[config.mk]
export PLATFORM = sky130hd
export DESIGN_NAME = dual_mod_divider
export DESIGN_NICKNAME = d
export VERILOG_FILES = /design/src/rtl/dmd_pkg.sv /design/src/rtl/dmd_modulus_map.sv /design/src/rtl/dmd_datapath.sv /design/src/rtl/dmd_control.sv /design/src/rtl/dual_mod_divider.sv
export SDC_FILE = /design/constraint.sdc
export NUM_CORES = 1
export LEC_CHECK = 0
export ABC_AREA = 0
export BUFFER_PORTS_ARGS = -buffer_cell sky130_fd_sc_hd__buf_4
export CELL_PAD_IN_SITES_DETAIL_PLACEMENT = 1
export CELL_PAD_IN_SITES_GLOBAL_PLACEMENT = 1
export CORE_MARGIN = 10
export CORE_UTILIZATION = 39
export CTS_CLUSTER_DIAMETER = 30
export CTS_CLUSTER_SIZE = 20
export DETAILED_ROUTE_END_ITERATION = 16
export PLACE_DENSITY_LB_ADDON = 0.1
export SKIP_LAST_GASP = 1
export SYNTH_ARGS = -nofsm -noshare
export SYNTH_HDL_FRONTEND = slang
export SYNTH_HIERARCHICAL = 1
export SYNTH_SLANG_ARGS = --single-unit
[constraint.sdc]
create_clock -name clk -period 2.25 [get_ports clk]
set_clock_uncertainty 0.15 [all_clocks]
set_input_delay 0.1125 -clock clk [delete_from_list [all_inputs] [get_ports clk]]
set_output_delay 0.1125 -clock clk [all_outputs]
set_load 0.02 [all_outputs]
[src/rtl/dmd_pkg.sv]
package dmd_pkg;

  // Strobes issued by the fast control stage to the counter datapath.
  typedef struct packed {
    logic reload;   // start a new period from the mapped counts
    logic preTick;  // one prescaler cycle has completed
  } dmd_strobe_t;

  // Status returned by the datapath to the control stage.
  typedef struct packed {
    logic mainLast;  // the current prescaler cycle is the final one of the period
    logic nextFive;  // the next prescaler cycle must last PRE_LO+1 clocks
  } dmd_status_t;

endpackage

[src/rtl/dmd_modulus_map.sv]
module dmd_modulus_map #(
  parameter int MOD_W   = 9,
  parameter int MOD_MIN = 37,
  parameter int MOD_MAX = 448,
  parameter int PRE_W   = 2,
  parameter int EFF_W   = MOD_W + 1,
  parameter int M_W     = EFF_W - PRE_W
) (
  input  logic             clk,
  input  logic             rst,
  input  logic [MOD_W-1:0] modReq,
  input  logic             dblEn,
  output logic [EFF_W-1:0] effMod,
  output logic [M_W-1:0]   mainCnt,
  output logic [PRE_W-1:0] swallowCnt
);

  localparam logic [MOD_W-1:0] MinVal = MOD_W'(MOD_MIN);
  localparam logic [MOD_W-1:0] MaxVal = MOD_W'(MOD_MAX);

  logic [MOD_W-1:0] clampedMod;

  always_comb begin
    if (modReq < MinVal)      clampedMod = MinVal;
    else if (modReq > MaxVal) clampedMod = MaxVal;
    else                      clampedMod = modReq;
  end

  // Doubling is a one-bit left shift of the clamped request.
  always_comb begin
    if (dblEn) effMod = {clampedMod, 1'b0};
    else       effMod = {1'b0, clampedMod};
  end

  // Prescaler low modulus is a power of two: quotient and remainder are bit slices.
  assign mainCnt    = effMod[EFF_W-1:PRE_W];
  assign swallowCnt = effMod[PRE_W-1:0];

  // effective modulus always lies in the legal window for the current mode.
  assert_clamp_range_R3: assert property (@(posedge clk) disable iff (rst)
    (effMod >= EFF_W'(MOD_MIN)) &&
    (effMod <= (dblEn ? EFF_W'(2 * MOD_MAX) : EFF_W'(MOD_MAX))));

endmodule

[src/rtl/dmd_datapath.sv]
module dmd_datapath
  import dmd_pkg::*;
#(
  parameter int PRE_W = 2,
  parameter int M_W   = 8
) (
  input  logic             clk,
  input  logic             rst,
  input  dmd_strobe_t      strb,
  input  logic [M_W-1:0]   mLoad,
  input  logic [PRE_W-1:0] aLoad,
  output dmd_status_t      status
);

  logic [M_W-1:0]   mainLeft;
  logic [PRE_W-1:0] swLeft;

  // Slow counters: they move only on reload or on a prescaler tick.
  always_ff @(posedge clk) begin
    if (strb.reload) begin
      mainLeft <= mLoad;
      swLeft   <= aLoad;
    end else if (strb.preTick) begin
      mainLeft <= mainLeft - M_W'(1);
      if (swLeft != '0) swLeft <= swLeft - PRE_W'(1);
    end
  end

  always_comb begin
    status.mainLast = (mainLeft == M_W'(1));
    if (strb.reload)       status.nextFive = (aLoad != '0);
    else if (strb.preTick) status.nextFive = (swLeft > PRE_W'(1));
    else                   status.nextFive = (swLeft != '0);
  end

  // swallow cycles never outnumber the prescaler cycles left in the period.
  assert_swallow_bound_R4: assert property (@(posedge clk) disable iff (rst)
    M_W'(swLeft) <= mainLeft);

  // the main counter never reaches zero inside a period.
  assert_main_nonzero_R4: assert property (@(posedge clk) disable iff (rst)
    mainLeft != '0);

endmodule

[src/rtl/dmd_control.sv]
module dmd_control
  import dmd_pkg::*;
#(
  parameter int PRE_LO = 4,
  parameter int CNT_W  = $clog2(PRE_LO + 1)
) (
  input  logic        clk,
  input  logic        rst,
  input  dmd_status_t status,
  output dmd_strobe_t strb,
  output logic        termCount,
  output logic        divPulse
);

  localparam logic [CNT_W-1:0] LoadFive = CNT_W'(PRE_LO);
  localparam logic [CNT_W-1:0] LoadFour = CNT_W'(PRE_LO - 1);

  logic [CNT_W-1:0] preCnt;
  logic             preTick;
  logic             tcHit;

  assign preTick = (preCnt == '0);
  assign tcHit   = preTick && status.mainLast && !rst;

  always_comb begin
    strb.preTick = preTick;
    strb.reload  = rst || tcHit;
  end

  // Fast two-modulus prescaler: counts down from PRE_LO or PRE_LO-1.
  always_ff @(posedge clk) begin
    if (strb.reload || preTick) preCnt <= status.nextFive ? LoadFive : LoadFour;
    else                        preCnt <= preCnt - CNT_W'(1);
  end

  always_ff @(posedge clk) begin
    if (rst) divPulse <= 1'b0;
    else     divPulse <= tcHit;
  end

  assign termCount = tcHit;

  // prescaler count stays within the five-cycle window.
  assert_precnt_range_R4: assert property (@(posedge clk) disable iff (rst)
    preCnt <= LoadFive);

  // terminal count lasts one cycle.
  assert_tc_single_R6: assert property (@(posedge clk) disable iff (rst)
    termCount |=> !termCount);

  // output pulse lasts one cycle.
  assert_pulse_single_R7: assert property (@(posedge clk) disable iff (rst)
    divPulse |=> !divPulse);

  // output is low after any reset edge.
  assert_pulse_low_reset_R8: assert property (@(posedge clk)
    rst |=> !divPulse);

endmodule

[src/rtl/dual_mod_divider.sv]
module dual_mod_divider
  import dmd_pkg::*;
#(
  parameter int MOD_W   = 9,
  parameter int MOD_MIN = 37,
  parameter int MOD_MAX = 448,
  parameter int PRE_LO  = 4
) (
  input  logic             clk,
  input  logic             rst,
  input  logic [MOD_W-1:0] modReq,
  input  logic             dblEn,
  output logic             termCount,
  output logic             divPulse
);

  localparam int PRE_W = $clog2(PRE_LO);
  localparam int EFF_W = MOD_W + 1;
  localparam int M_W   = EFF_W - PRE_W;
  localparam int CNT_W = $clog2(PRE_LO + 1);

  logic [EFF_W-1:0] effMod;
  logic [M_W-1:0]   mainCnt;
  logic [PRE_W-1:0] swallowCnt;
  dmd_strobe_t      strb;
  dmd_status_t      status;

  dmd_modulus_map #(
    .MOD_W(MOD_W), .MOD_MIN(MOD_MIN), .MOD_MAX(MOD_MAX),
    .PRE_W(PRE_W), .EFF_W(EFF_W), .M_W(M_W)
  ) u_map (
    .clk(clk), .rst(rst), .modReq(modReq), .dblEn(dblEn),
    .effMod(effMod), .mainCnt(mainCnt), .swallowCnt(swallowCnt)
  );

  dmd_datapath #(.PRE_W(PRE_W), .M_W(M_W)) u_dp (
    .clk(clk), .rst(rst), .strb(strb),
    .mLoad(mainCnt), .aLoad(swallowCnt), .status(status)
  );

  dmd_control #(.PRE_LO(PRE_LO), .CNT_W(CNT_W)) u_ctl (
    .clk(clk), .rst(rst), .status(status), .strb(strb),
    .termCount(termCount), .divPulse(divPulse)
  );

  // Period checker: counts cycles since the last reload against the latched modulus.
  logic [EFF_W:0]   periodCnt;
  logic [EFF_W-1:0] expMod;

  always_ff @(posedge clk) begin
    if (rst || termCount) begin
      periodCnt <= (EFF_W + 1)'(1);
      expMod    <= effMod;
    end else begin
      periodCnt <= periodCnt + (EFF_W + 1)'(1);
    end
  end

  // each period lasts the modulus latched at its start.
  assert_period_len_R1: assert property (@(posedge clk) disable iff (rst)
    termCount |-> (periodCnt == {1'b0, expMod}));

endmodule

==> results by group, run 1 <==
Run status
  • Status: completed

Clock network
  • Clock Pin Slew Worst Setup and Hold Paths: 0.09 ns
  • H-tree Lvls: 1
  • CTS tree: built
  • Clock root cell: clkbuf_4
  • CTS max path bufs: 2
  • Clk Latency, worst-skew pair: 0.28 ns
  • CTS Sinks: 14
  • Post-CTS Setup Bufs: 0
  • Inserted Clock Buffers: 3

Route
  • Vias: 904
  • Drt initial violations: 38
  • Routed wire length: 2.47 mm
  • DR vias/cell: 5.41
  • DR WL/cell: approximately 15 um
  • Drt pass-1 iters: 4
  • Post-route DRC: 0
  • Detail Route Antenna Nets: 0

STA
  • RSZ-0062 raised after global routing: false
  • Max-Slew Margin vs Limit: a little under three quarters
  • Worst-Margin Slew: 0.418 ns
  • Fin Setup TNS: 0 ns
  • Endpoints failing hold: 0
  • Final min period: 2.03 ns
  • Fin crit share: 90.4%
  • Count of pins over their slew limit: 0
  • Final setup viols: 0
  • Fmax: ~500 MHz

Synthesis
  • Adder-cell share of the synthesized area: 6.54%
  • Post-synthesis async set-or-reset flop share: 0%
  • Synth Area per Inst: 8.90 um^2
  • Cell Area, Synth: roughly 1100 um^2
  • Mapped Cells: 129
  • Register area share after synthesis: 33.1%
  • Yosys warns: 6
  • Synth Area in Compound Gates: 17.6%
  • Synth top area cells: edfxtp_1 (26%), buf_4 (7.2%), dfxtp_1 (7.0%)
  • Mapped Nets: 147
  • Number of enable flip-flop cells after synthesis: 10
  • Post-synth top flop: edfxtp_1
  • Synth Area in XOR/XNOR: 2.29%
  • Synth top area share: 26.1%
  • Largest area contributor in the netlist: edfxtp_1
  • Synth Register Bits: 14
  • Area fraction in and, or, nand and nor cells after synthesis: 22.8%
  • Synth unique cells: 41
  • Multiplexer share of the synthesized area: roughly 4.5%
  • Combinational family with the most area after synthesis: simple AND/OR/NAND/NOR gates

Global routing
  • Vias in the first global route: 950
  • Global-route wire length before repair: 4.29 mm
  • Initial antenna violation count: 0
  • Largest net degree at the start of global routing: 17
  • Overall Global Routing Usage: 9.86%
  • GRT Residual Overflow: 0

Layout
  • Ant diodes: 0
  • Layout Nets: 155
  • Share of layout cells above drive strength 1: 25.0%
  • Area grow syn2layout: 10.5%
  • Post-layout util: 45.6%

Power and ir drop
  • Peak VDD IR: 436 uV
  • Pwr/cell area: 757 nW/um^2
  • Sw Pwr: 0.000349 W
  • Total chip power: about 0.00096 W
  • Flop pwr share: 44.6%
  • Cell-internal power: 0.000612 W
  • Switching share of power: 36.3%
  • Clock power frac: between 15 and 20%
  • Pleak: 0.558 nW
  • Logic pwr share: 39.9%

Worst setup path
  • Worst setup SP type: flip-flop
  • Critical path class: reg2reg
  • Worst Path Arrival: 2.06 ns
  • CP endpoint kind: flip-flop
  • CP Max Fanout: 6
  • Req. time, crit path: 2.27 ns

Hold path
  • Hold Path Class: in2reg

Floorplanning
  • Site Rows: 19
  • DIE AREA: roughly 5500 um^2
  • Chip height: 74.3 um
  • Core Region: 2780 um^2
  • Initial Util: 41.3%
  • Top-Level Pins: 14
  • Horiz. Die Dim: 74.3 um

Placement
  • DP Wirelength: 1.97 mm
  • PortBufs: 13
  • Routability cong.: 0.819

Flow run
  • Max-cap violations: 0
==> flip-flops by register name, summed over array words and instances, names as in the netlist <==
signal and cells:
u_ctl/divPulse 1, u_ctl/preCnt 3, u_dp/mainLeft 8, u_dp/swLeft 2
==> cell usage after synthesis, types with 2 or more instances <==
cell / number
nand2b_1: 2
ha_1: 6
dfxtp_1: 4
edfxtp_1: 10
buf_2: 4
o22a_1: 2
o21ai_0: 5
o21ai_1: 2
xnor2_1: 3
a21oi_1: 2
inv_1: 13
nand3_1: 6
nand2_1: 15
a211o_1: 2
mux2i_1: 4
o22ai_1: 5
nor2_1: 10
buf_4: 11
==> layer usage <==
| layer | up-vias | track usage (%) | routed length [um] |
|---|---|---|---|
| li1 | 455 | - | - |
| met1 | 437 | 11.1 | 1060 |
| met2 | 10 | 16.6 | 1290 |
| met3 | 2 | 3.72 | 108 |
| met4 | 0 | 3.86 | 14 |
| met5 | - | 0 | 0 |
==> power groups by stage <==
stage                     combinational (W)  sequential, W  clock, W
after floorplan                    0.000291       0.000427         0
after global placement             0.000365       0.000424         0
after detailed placement           0.000378       0.000428         0
after CTS                          0.000383       0.000423  0.000161
after global routing               0.000433       0.000440  0.000177
final                              0.000383       0.000428  0.000149
==> final cells by class <==
type,instances,area [um^2]
Clock inverter,1,3.75
Timing Repair Buffer,18,141
Clock buffer,3,22.5
Fill cell,326,1510
Multi-Input combinational cell,87,633
Inverter,13,48.8
Tap cell,31,38.8
Sequential cell,14,380
==> per-stage QoR <==
step	hold WS [ns]	std cells	worst slack [ns]	instance area, um^2
floorplan	0.0349	129	0.122	1150
global placement	0.191	162	0.184	1210
detailed placement	0.194	162	0.100	1210
CTS	0.138	167	0.0669	1250
global route	0.146	167	0.0623	1270
finish	0.150	167	0.216	1270
==> critical path, cell delays in order, from the launching register on <==
cell and delay, ns:
edfxtp_1 0.44, nor4_4 0.33, and4_1 0.22, nand2_1 0.11, nand2b_4 0.13, nand2b_1 0.09
o22a_1 0.24, o22a_1 0.21
==> final timing paths <==
path | endpoint | from | slack, ns | cells past startpoint
hold / removal | u_dp/mainLeft[5]$_DFFE_PP_ | modReq[6] | 0.15 | 4
setup reg to reg | u_ctl/preCnt[2]$_DFF_P_ | u_dp/mainLeft[3]$_DFFE_PP_ | 0.22 | 7
hold reg to reg | u_ctl/preCnt[0]$_DFF_P_ | u_ctl/preCnt[0]$_DFF_P_ | 0.30 | 1
setup / recovery | u_ctl/preCnt[2]$_DFF_P_ | u_dp/mainLeft[3]$_DFFE_PP_ | 0.22 | 7
==> logic make-up (layout without fill, tap and decap cells) <==
logic type	Yosys count	in the layout
AO/OA/AOI/OAI	27	27
XOR/XNOR	3	3
adder cells (fa/ha/maj)	6	6
buffers and inverters	28	35
flip-flops	14	14
multiplexers	5	5
AND/OR/NAND/NOR	46	46
==> placed cells by master (no fill, tap or decap), drive strengths merged, types with 2 or more instances in the layout <==
| cell type | Yosys | final |
|---|---|---|
| o21ai | 7 | 7 |
| o22ai | 5 | 5 |
| clkbuf | 0 | 3 |
| xnor2 | 3 | 3 |
| buf | 15 | 17 |
| inv | 13 | 13 |
| nand2 | 15 | 15 |
| nor2 | 11 | 11 |
| a211o | 3 | 3 |
| mux2i | 4 | 4 |
| nand2b | 2 | 2 |
| nor3 | 3 | 3 |
| o22a | 2 | 2 |
| a21oi | 2 | 2 |
| edfxtp | 10 | 10 |
| ha | 6 | 6 |
| dfxtp | 4 | 4 |
| nand3 | 7 | 7 |
| nor4 | 2 | 2 |
==> repair_timing <==
item	CTS	global route
endpoints found under the setup margin	0	5
endpoints found under the hold margin	2	0
hold buffers	1	0
gates resized for setup	0	3
Power figures use the tool's default switching activity.
==> inputs of run 2 (changes only) <==
--- a/config.mk
+++ b/config.mk
@@ -15,6 +15,7 @@
 export CTS_CLUSTER_SIZE = 20
 export DETAILED_ROUTE_END_ITERATION = 16
 export PLACE_DENSITY_LB_ADDON = 0.1
+export REMOVE_ABC_BUFFERS = 1
 export SKIP_LAST_GASP = 1
 export SYNTH_ARGS = -nofsm -noshare
 export SYNTH_HDL_FRONTEND = slang
==> run 2 against run 1 <==
Effect of this change: global-route usage down 0.29 points; sequential share of layout area down 0.23 points; via count down 3.0%; largest cell class unchanged.
==> results by group, run 2 (synthesis gave the netlist of run 1 again) <==
Hold path
  • Hold path startpoint: modReq[3]
  • Worst hold endpoint: u_dp/mainLeft[2]$_DFFE_PP_
  • Hold Path Class: in2reg
  • Worst hold stages: 5

Worst setup path
  • Slowest stage delay, CP: 0.44 ns
  • Setup slack, reg-to-reg: 0.17 ns
  • CP top delay family: simple AND/OR/NAND/NOR gates
  • R2R cell count: 8
  • Worst Path Arrival: slightly below 2 ns
  • CP cell instances: nor4_4, and4_1, nand2_1, nand2b_1, buf_6, nor2_1, nand3_1, nand3_2
  • Bufs and invs on worst path: 1
  • CP endpoint kind: flip-flop
  • Critical path class: reg2reg
  • Worst reg2reg endpoint: u_dp/mainLeft[7]$_DFFE_PP_
  • Req. time, crit path: 2.13 ns
  • Worst path slowest cell: edfxtp_1
  • CP Max Fanout: 17
  • Worst setup SP type: flip-flop
  • Critical R2R Launch: u_dp/mainLeft[3]$_DFFE_PP_

Layout
  • Ant diodes: 0
  • Area grow syn2layout: 11.3%
  • Largest registers: u_dp/mainLeft (8), u_ctl/preCnt (3), u_dp/swLeft (2)
  • Share of layout cells above drive strength 1: 25.5%
  • Most frequent cells in the layout: buf_4 (17), nand2_1 (15), inv_1 (13)
  • Fill cell count: 333
  • Max reg flops: 8
  • Most common cell after layout, fill and taps aside: buf_4
  • Layout Nets: roughly 160
  • Reg with most FFs: u_dp/mainLeft

STA
  • Final setup viols: 0
  • Endpoints failing hold: 0
  • Final WS setup: 0.171 ns
  • Count of pins over their slew limit: 0
  • Worst-Margin Slew: between 0.4 and 0.5 ns
  • RSZ-0062 raised after global routing: false
  • Fin crit share: 92.4%
  • Final min period: 2.08 ns
  • Fmax: 481 MHz
  • Max-Slew Margin vs Limit: 67.2%

Clock network
  • CTS Sinks: 14
  • CTS max path bufs: 2
  • Clock Pin Slew Worst Setup and Hold Paths: approximately 0.08 ns
  • Inserted Clock Buffers: 3
  • Clk Latency, worst-skew pair: 0.28 ns
  • H-tree Lvls: 1
  • CTS tree: built
  • Clock root cell: clkbuf_4

Floorplanning
  • Top-Level Pins: 14
  • Horiz. Die Dim: 74.3 um
  • Initial Util: 41.3%
  • DIE AREA: 5520 um^2
  • Site Rows: 19
  • Core Region: roughly 2800 um^2
  • Chip height: approximately 74 um

Route
  • Top sig layer: met4
  • Drt initial violations: 29
  • Detail Route Antenna Nets: 0
  • Routed wire length: ~2.5 mm
  • Wl on met1: 1.17 mm
  • Met2 wire length: around 1.2 mm
  • Vias: roughly 880
  • DR WL/cell: approximately 15 um
  • Drt pass-1 iters: 4
  • Met3 WL: roughly 55 um
  • Post-route DRC: 0
  • DR vias/cell: 5.22

Power and ir drop
  • Flop pwr share: 42.9%
  • Sw Pwr: 0.000348 W
  • Switching share of power: 34.9%
  • Logic pwr share: 38.8%
  • Cell-internal power: 0.000650 W
  • Pwr/cell area: roughly 780 nW/um^2
  • Pleak: ~0.56 nW
  • Clock power frac: 18.3%
  • Peak VDD IR: 499 uV
  • Total chip power: 0.000998 W

Run status
  • Status: completed

Placement
  • DP Wirelength: 2.02 mm
  • PortBufs: 13
  • Routability cong.: 0.791
  • Post-place setup slack: between 0.1 and 0.15 ns

Global routing
  • Overall Global Routing Usage: 9.56%
  • Largest net degree at the start of global routing: 18
  • Initial antenna violation count: 0
  • Global-route wire length before repair: 4.17 mm
  • Vias in the first global route: roughly 910
  • GRT Residual Overflow: 0

Flow run
  • Max-cap violations: 0
[run 2: cell types whose count changed in the layout (fill, tap and decap cells not counted)]
cell,before,now
clkbuf_8,0,1
nand2b_1,1,2
nand2b_4,1,0
buf_4,16,17
clkinv_1,1,0
[run 2: per-layer routing]
| metal | global-route usage [%] | up-vias |
|---|---|---|
| met5 | 0 | - |
| met4 | 3.66 | 0 |
| met3 | 1.99 | 2 |
| met2 | 15.9 | 8 |
| met1 | 11.8 | 410 |
| li1 | - | 457 |
[run 2: area by class of cell]
type | count | area, um^2 | share of cell area [%]
inverter | 13 | 48.8 | 3.82
multi-input combinational | 87 | 626 | 48.9
timing repair buffer | 19 | 149 | 11.6
sequential | 14 | 380 | 29.7
tap | 31 | 38.8 | 3.03
clock buffer | 4 | 36.3 | 2.84
[run 2: how the worst max path moves through the flow]
stage | start | end | slack (ns) | depth (start not counted)
after floorplan | u_dp/mainLeft[2]$_DFFE_PP_ | u_ctl/preCnt[2]$_DFF_P_ | -0.12 | 7
after global placement | u_dp/mainLeft[4]$_DFFE_PP_ | u_dp/mainLeft[7]$_DFFE_PP_ | 0.21 | 8
after detailed placement | u_dp/mainLeft[3]$_DFFE_PP_ | u_dp/mainLeft[7]$_DFFE_PP_ | 0.12 | 8
after CTS | u_dp/mainLeft[3]$_DFFE_PP_ | u_dp/mainLeft[7]$_DFFE_PP_ | 0.1 | 8
after global routing | u_dp/mainLeft[3]$_DFFE_PP_ | u_dp/mainLeft[6]$_DFFE_PP_ | 0.02 | 8
final | u_dp/mainLeft[3]$_DFFE_PP_ | u_dp/mainLeft[7]$_DFFE_PP_ | 0.17 | 8
[run 2: worst min-delay path: stages]
cell	delay, ns
buf_4	0.09
mux2i_1	0.06
nor2_1	0.08
nand2_1	0.05
o21ai_0	0.06
[run 2: stage by stage]
step | cells | setup TNS (ns) | utilization, % | hold slack, ns | area (um^2)
after floorplan | 114 | -0.483 | - | 0.0349 | 1050
after global placement | 162 | 0 | 43.6 | 0.187 | 1210
after detailed placement | 162 | 0 | 43.6 | 0.189 | 1210
after CTS | 167 | 0 | 45.3 | 0.125 | 1260
after global routing | 168 | 0 | 46.0 | 0.185 | 1280
final | 168 | 0 | 46.0 | 0.137 | 1280
[run 2: timing repair]
item	CTS	global route
hold buffers	1	0
hold endpoints to repair	3	0
setup buffers	0	1
resized for setup	0	2
setup endpoints to repair	0	3
[run 2: power groups by stage]
stage	registers (W)	clock network [W]	logic, W
2_1_floorplan	0.000427	0	0.000258
3_3_place_gp	0.000425	0	0.000364
3_5_place_dp	0.000430	0	0.000378
4_1_cts	0.000425	0.000192	0.000383
5_1_grt	0.000439	0.000202	0.000442
6_report	0.000428	0.000182	0.000387
